### src/rtl/bseq_pkg.sv
package bseq_pkg;

  localparam int unsigned CFG_W     = 16;
  localparam logic [15:0] CFG_RESET = 16'hBBCF;

  typedef enum logic [1:0] {
    SQ_IDLE = 2'd0,
    SQ_LAT  = 2'd1,
    SQ_BEAT = 2'd2
  } sq_state_t;

  // reserved bits, latency set {2,3,4}, length set {1,2,7}, output-hold bit
  function automatic logic cfg_legal(input logic [15:0] c);
    logic ok;
    ok = 1'b1;
    if (c[14] || c[10] || c[5] || c[4]) ok = 1'b0;
    if (c[9]) ok = 1'b0;
    case (c[13:11])
      3'd2, 3'd3, 3'd4: ;
      default: ok = 1'b0;
    endcase
    case (c[2:0])
      3'd1, 3'd2, 3'd7: ;
      default: ok = 1'b0;
    endcase
    return ok;
  endfunction

  function automatic logic [2:0] latency_code(input logic [15:0] c);
    return c[13:11];
  endfunction

  function automatic logic wait_early(input logic [15:0] c);
    return c[8];
  endfunction

  function automatic logic rise_edge(input logic [15:0] c);
    return c[6];
  endfunction

  // beats per read; 0 stands for continuous
  function automatic logic [3:0] burst_words(input logic [15:0] c, input logic main);
    logic [3:0] n;
    if (!main)       n = 4'd1;
    else if (c[15])  n = 4'd4;
    else begin
      case (c[2:0])
        3'd1:    n = 4'd4;
        3'd2:    n = 4'd8;
        default: n = 4'd0;
      endcase
    end
    return n;
  endfunction

  function automatic logic order_xor(input logic [15:0] c, input logic main);
    return main && !c[15] && !c[7];
  endfunction

  function automatic logic order_wrap(input logic [15:0] c, input logic main);
    return main && (c[15] || !c[3]);
  endfunction

  // linear, unwrapped, synchronous main read: the only kind with row delays
  function automatic logic gap_capable(input logic [15:0] c, input logic main);
    return main && !c[15] &&
           ((burst_words(c, main) == 4'd0) || (c[7] && c[3]));
  endfunction

endpackage

### src/rtl/bseq_cfg_reg.sv
module bseq_cfg_reg
  import bseq_pkg::*;
(
  input  logic             clk,
  input  logic             rst_n,
  input  logic             we,
  input  logic [CFG_W-1:0] wdata,
  output logic [CFG_W-1:0] cfg_q,
  output logic             err_pulse,
  output logic             wr_reject
);

  logic wr_accept;

  assign wr_accept = we &&  cfg_legal(wdata);
  assign wr_reject = we && !cfg_legal(wdata);

  always_ff @(posedge clk or negedge rst_n) begin
    if (!rst_n) begin
      cfg_q     <= CFG_RESET;
      err_pulse <= 1'b0;
    end else begin
      if (wr_accept) cfg_q <= wdata;
      err_pulse <= wr_reject;
    end
  end

endmodule

### src/rtl/bseq_addr_gen.sv
module bseq_addr_gen #(
  parameter int unsigned AW        = 16,
  parameter int unsigned ROW_WORDS = 16
) (
  input  logic [AW-1:0] start,
  input  logic [AW-1:0] beat,
  input  logic [3:0]    words,
  input  logic          use_xor,
  input  logic          use_wrap,
  output logic [AW-1:0] addr,
  output logic          row_end
);

  localparam int unsigned ROW_B = $clog2(ROW_WORDS);

  function automatic logic [AW-1:0] beat_address(
    input logic [AW-1:0] s,
    input logic [AW-1:0] k,
    input logic [3:0]    n,
    input logic          x,
    input logic          w
  );
    logic [AW-1:0] mask;
    logic [AW-1:0] lin;
    logic [AW-1:0] res;
    mask = AW'(n) - AW'(1);
    lin  = s + k;
    if (n <= 4'd1)  res = lin;
    else if (x)     res = (s & ~mask) | ((s ^ k) & mask);
    else if (w)     res = (s & ~mask) | (lin & mask);
    else            res = lin;
    return res;
  endfunction

  assign addr    = beat_address(start, beat, words, use_xor, use_wrap);
  assign row_end = &addr[ROW_B-1:0];

endmodule

### src/rtl/bseq_ctrl.sv
module bseq_ctrl
  import bseq_pkg::*;
#(
  parameter int unsigned AW = 16
) (
  input  logic             clk,
  input  logic             rst_n,
  input  logic [CFG_W-1:0] cfg,
  input  logic             rd_start,
  input  logic [AW-1:0]    rd_addr,
  input  logic             rd_main,
  input  logic             rd_stop,
  input  logic             row_end,
  output sq_state_t        state,
  output logic [CFG_W-1:0] snap_cfg,
  output logic [AW-1:0]    snap_start,
  output logic             snap_main,
  output logic [AW-1:0]    beat,
  output logic [3:0]       words,
  output logic             seq_valid,
  output logic             seq_wait,
  output logic             ev_cross,
  output logic             ev_last
);

  logic [2:0] lat_cnt;
  logic       dly;
  logic       gap_ok;

  assign words  = burst_words(snap_cfg, snap_main);
  assign gap_ok = gap_capable(snap_cfg, snap_main);

  always_comb begin
    seq_valid = (state == SQ_BEAT) && !dly;
    ev_last   = (words != 4'd0) && (beat == AW'(words - 4'd1));
    ev_cross  = seq_valid && gap_ok && row_end && !ev_last;
    seq_wait  = wait_early(snap_cfg) ? ev_cross : ((state == SQ_BEAT) && dly);
  end

  always_ff @(posedge clk or negedge rst_n) begin
    if (!rst_n) begin
      state      <= SQ_IDLE;
      snap_cfg   <= CFG_RESET;
      snap_start <= '0;
      snap_main  <= 1'b0;
      beat       <= '0;
      lat_cnt    <= '0;
      dly        <= 1'b0;
    end else begin
      case (state)
        SQ_IDLE: begin
          if (rd_start) begin
            snap_cfg   <= cfg;
            snap_start <= rd_addr;
            snap_main  <= rd_main;
            beat       <= '0;
            dly        <= 1'b0;
            lat_cnt    <= latency_code(cfg);
            state      <= SQ_LAT;
          end
        end
        SQ_LAT: begin
          if (rd_stop)               state   <= SQ_IDLE;
          else if (lat_cnt <= 3'd1)  state   <= SQ_BEAT;
          else                       lat_cnt <= lat_cnt - 3'd1;
        end
        SQ_BEAT: begin
          if (rd_stop) begin
            state <= SQ_IDLE;
            dly   <= 1'b0;
          end else if (dly) begin
            dly <= 1'b0;
          end else if (ev_last) begin
            state <= SQ_IDLE;
          end else begin
            beat <= beat + AW'(1);
            dly  <= ev_cross;
          end
        end
        default: state <= SQ_IDLE;
      endcase
    end
  end

endmodule

### src/rtl/bseq_out_stage.sv
module bseq_out_stage #(
  parameter int unsigned AW = 16,
  parameter int unsigned DW = 16
) (
  input  logic          clk,
  input  logic          rst_n,
  input  logic          rise_mode,
  input  logic          in_valid,
  input  logic          in_wait,
  input  logic [AW-1:0] in_addr,
  input  logic [DW-1:0] in_data,
  output logic          out_valid,
  output logic          out_wait,
  output logic [AW-1:0] out_addr,
  output logic [DW-1:0] out_data
);

  logic          n_valid;
  logic          n_wait;
  logic [AW-1:0] n_addr;
  logic [DW-1:0] n_data;

  always_ff @(negedge clk or negedge rst_n) begin
    if (!rst_n) begin
      n_valid <= 1'b0;
      n_wait  <= 1'b0;
      n_addr  <= '0;
      n_data  <= '0;
    end else begin
      n_valid <= in_valid;
      n_wait  <= in_wait;
      n_addr  <= in_addr;
      n_data  <= in_data;
    end
  end

  assign out_valid = rise_mode ? in_valid : n_valid;
  assign out_wait  = rise_mode ? in_wait  : n_wait;
  assign out_addr  = rise_mode ? in_addr  : n_addr;
  assign out_data  = rise_mode ? in_data  : n_data;

endmodule

### src/rtl/burst_addr_seq.sv
module burst_addr_seq
  import bseq_pkg::*;
#(
  parameter int unsigned AW        = 16,
  parameter int unsigned DW        = 16,
  parameter int unsigned ROW_WORDS = 16
) (
  input  logic          clk,
  input  logic          rst_n,
  input  logic          cfg_we,
  input  logic [15:0]   cfg_wdata,
  output logic [15:0]   cfg_q,
  output logic          cfg_err,
  input  logic          rd_start,
  input  logic [AW-1:0] rd_addr,
  input  logic          rd_main,
  input  logic          rd_stop,
  output logic          beat_valid,
  output logic          beat_wait,
  output logic [AW-1:0] beat_addr,
  output logic [DW-1:0] beat_data
);

  function automatic logic [DW-1:0] word_at(input logic [AW-1:0] a);
    logic [DW-1:0] w;
    for (int i = 0; i < DW; i++) w[i] = a[i % AW] ^ ((i % 2) == 1);
    return w;
  endfunction

  sq_state_t        seq_state;
  logic [CFG_W-1:0] snap_cfg;
  logic [AW-1:0]    snap_start;
  logic             snap_main;
  logic [AW-1:0]    seq_beat;
  logic [3:0]       seq_words;
  logic             seq_valid;
  logic             seq_wait;
  logic             seq_cross;
  logic             seq_last;
  logic [AW-1:0]    seq_addr;
  logic             seq_row_end;
  logic [DW-1:0]    seq_data;
  logic             cfg_reject;

  bseq_cfg_reg u_cfg (
    .clk       (clk),
    .rst_n     (rst_n),
    .we        (cfg_we),
    .wdata     (cfg_wdata),
    .cfg_q     (cfg_q),
    .err_pulse (cfg_err),
    .wr_reject (cfg_reject)
  );

  bseq_ctrl #(.AW(AW)) u_ctrl (
    .clk        (clk),
    .rst_n      (rst_n),
    .cfg        (cfg_q),
    .rd_start   (rd_start),
    .rd_addr    (rd_addr),
    .rd_main    (rd_main),
    .rd_stop    (rd_stop),
    .row_end    (seq_row_end),
    .state      (seq_state),
    .snap_cfg   (snap_cfg),
    .snap_start (snap_start),
    .snap_main  (snap_main),
    .beat       (seq_beat),
    .words      (seq_words),
    .seq_valid  (seq_valid),
    .seq_wait   (seq_wait),
    .ev_cross   (seq_cross),
    .ev_last    (seq_last)
  );

  bseq_addr_gen #(.AW(AW), .ROW_WORDS(ROW_WORDS)) u_agen (
    .start    (snap_start),
    .beat     (seq_beat),
    .words    (seq_words),
    .use_xor  (order_xor(snap_cfg, snap_main)),
    .use_wrap (order_wrap(snap_cfg, snap_main)),
    .addr     (seq_addr),
    .row_end  (seq_row_end)
  );

  assign seq_data = word_at(seq_addr);

  bseq_out_stage #(.AW(AW), .DW(DW)) u_out (
    .clk       (clk),
    .rst_n     (rst_n),
    .rise_mode (rise_edge(snap_cfg)),
    .in_valid  (seq_valid),
    .in_wait   (seq_wait),
    .in_addr   (seq_addr),
    .in_data   (seq_data),
    .out_valid (beat_valid),
    .out_wait  (beat_wait),
    .out_addr  (beat_addr),
    .out_data  (beat_data)
  );

endmodule

### config.mk
export PLATFORM = sky130hd
export DESIGN_NAME = burst_addr_seq
export DESIGN_NICKNAME = d
export VERILOG_FILES = /design/src/rtl/bseq_pkg.sv /design/src/rtl/bseq_cfg_reg.sv /design/src/rtl/bseq_addr_gen.sv /design/src/rtl/bseq_ctrl.sv /design/src/rtl/bseq_out_stage.sv /design/src/rtl/burst_addr_seq.sv
export SDC_FILE = /design/constraint.sdc
export NUM_CORES = 1
export LEC_CHECK = 0
export BUFFER_PORTS_ARGS = -buffer_cell sky130_fd_sc_hd__buf_2
export CAP_MARGIN = 0
export CORE_UTILIZATION = 30
export CTS_BUF_LIST = sky130_fd_sc_hd__clkbuf_16
export DETAILED_ROUTE_END_ITERATION = 6
export PLACE_DENSITY = 0.52
export SYNTH_ARGS = -nofsm -noshare
export SYNTH_HDL_FRONTEND = slang
export SYNTH_HIERARCHICAL = 1
export SYNTH_SLANG_ARGS = --single-unit
### constraint.sdc
create_clock -name clk -period 7.08 [get_ports clk]
set_input_delay 0.354 -clock clk [delete_from_list [all_inputs] [get_ports clk]]
set_output_delay 0.354 -clock clk [all_outputs]
set_load 0.005 [all_outputs]
==> impl_metrics.toml <==
[cts]
cts_hold_buffers = 0
cts_buffers = 9
ctsLongestPathBuffers = 2
cts_max_level = 3
cts_root_buffer = "clkbuf_16"
cts.sinks = 98
worstSkewPairLatency_ns = 0.36
post_cts_buffers = 0
tritoncts = "done"
cts.reportedPaths.clkPinSlew_ns = 0.08
cts-resized-gates = 0

[min_path]
min_path_type = "in2async"

[yosys]
syn_inst = 617
synthesis.area_mm2 = 0.00597
syn_nets = 675
syn_avg_cell_area_um2 = 9.68
yosysWarnings = 6

[worst_setup_path]
cp_data_arrival_time_ns = 3.37
slowest_stage = "dfstp_2"
critPathLaunchType = "flop"
critPathRequiredTime_ns = 3.88
crit_path_max_incr_delay_ns = 0.56
crit_path_end_kind = "flop"
crit_top_cell = "nor2_1"
crit_fanout = 5
path_cells = "nor3b_1 -> nor2_1 -> nor2_1 -> nor3_1 -> xnor2_1 -> nand2_1 -> mux2i_1 -> o211a_1 -> nor4bb_1 -> nand4b_1 -> o31ai_1"
rrSetupSlack_ns = 0.51
critPathKind = "reg2reg"

[drt]
drc = 0
vias = 4690
drtIter0Drc = 264
drt-total-wl_mm = 14.0
wire_per_inst_um = 14.6
viasPerCell = 4.87
antenna_left = 0
dr.pass1.iters = 4

[placement]
portBuffers = 88
place.gp.congestion = 0.834
hpwlAfterDp_mm = 10.2

[die]
rows = 51
initial_core_util_pct = 30.7
die_w_um = 143
die_area_mm2 = 0.0205
die_h_um = 143
placeableCoreArea_mm2 = 0.0195
num_io_pins = 89

[grt]
met3_usage_pct = 3.29
gr-usage-met1_pct = 20.2
gr-max-usage-layer = "met2"
grt_pass1_vias = 4528
met2_usage_pct = 22.2
overflow = 0
grt_pass1_wl_mm = 23.2
grt_usage_pct = 14.6
antenna_found_initial = 0
grt_start_max_net_pins = 69

[power]
p_leak_nw = 3.25
pwr_density_cell_mw_per_mm2 = 371
peakVddDrop_mv = 0.143

[timing]
setup_viol_count_final = 0
report.final.slew_viol_count = 0
worst_pin_slew_ns = 0.880
slew_headroom_pct = 41.3
clock_skew_ns = 0.0114
final_hold_viol_count = 0
setup_tns_ns = 0
rsz0062_at_grt = "false"

[finish]
nNetsFinal = 752
final_cell_mix = "nand2_1 (112), buf_2 (87), nor2_1 (45)"
n_antenna_cell = 0
drive_above_1_share_pct = 28.3
post-route-util_pct = 35.5
final_common_cell = "nand2_1"
area_delta_synth_final_pct = 15.7
fill_cells = 1983

[status]
status = "finished, final reports clean"

[flow_run]
cap_viol_max_count = 0
[cell type report]
| type | count | area [um^2] | share of cell area (%) |
|---|---|---|---|
| Timing Repair Buffer | 97 | 510 | 7.38 |
| Multi-Input combinational cell | 460 | 3180 | 46.0 |
| Inverter | 28 | 105 | 1.52 |
| Clock buffer | 9 | 225 | 3.26 |
| Clock inverter | 7 | 82.6 | 1.19 |
| Tap cell | 265 | 332 | 4.79 |
| Sequential cell | 98 | 2480 | 35.8 |
[power by group]
group          total [mW]  switching (mW)  internal (mW)  leakage [nW]
combinational        1.19           0.663          0.528          1.91
clock               0.514           0.233          0.281         0.150
sequential          0.858           0.109          0.749          1.19
[worst max-delay path: cells and delay by family (launching register included)]
family	cells	cell delay, ns
muxes	1	0.15
AOI/OAI and AO/OA	2	0.52
DFF	1	0.56
and+or+nand+nor	7	1.50
xor gates and xnor gates	1	0.27
[final timing paths]
kind                                    startpoint                   end  cells after the start
worst max-delay path            u_ctrl/snap_cfg[0]          u_out/n_wait                     11
worst min-delay path                         rst_n        u_ctrl/beat[2]                      1
worst max register to register  u_ctrl/snap_cfg[0]          u_out/n_wait                     11
worst min register to register      u_cfg/cfg_q[7]    u_ctrl/snap_cfg[7]                      2
max in group asynchronous                    rst_n       u_out/n_data[0]                      1
min in group clk                        rd_addr[3]  u_ctrl/snap_start[3]                      3
[through the flow]
stage,hold WS [ns],area [um^2],setup slack (ns),cells,power (mW)
6_report,0.134,6920,0.512,964,2.56
4_1_cts,0.161,6920,0.511,964,2.60
3_3_place_gp,0.458,6610,0.590,948,2.06
5_1_grt,0.194,6920,0.234,964,2.78
2_1_floorplan,0.0584,5970,1.06,617,1.73
3_5_place_dp,0.460,6610,0.533,948,2.07
[routing by layer]
layer	vias up	routed length, um
met5	-	0
met4	0	200
met3	13	553
met2	116	6240
met1	2233	7040
li1	2328	-
[state kept, by name, indices dropped and copies added, names as in the netlist]
register,cells
u_ctrl/state,2
u_cfg/err_pulse,1
u_ctrl/snap_start,16
u_out/n_addr,16
u_out/n_wait,1
u_ctrl/snap_main,1
u_ctrl/lat_cnt,3
u_ctrl/dly,1
u_out/n_data,16
u_ctrl/beat,16
u_cfg/cfg_q,16
u_out/n_valid,1
u_ctrl/snap_cfg,8
Power figures use the tool's default switching activity.
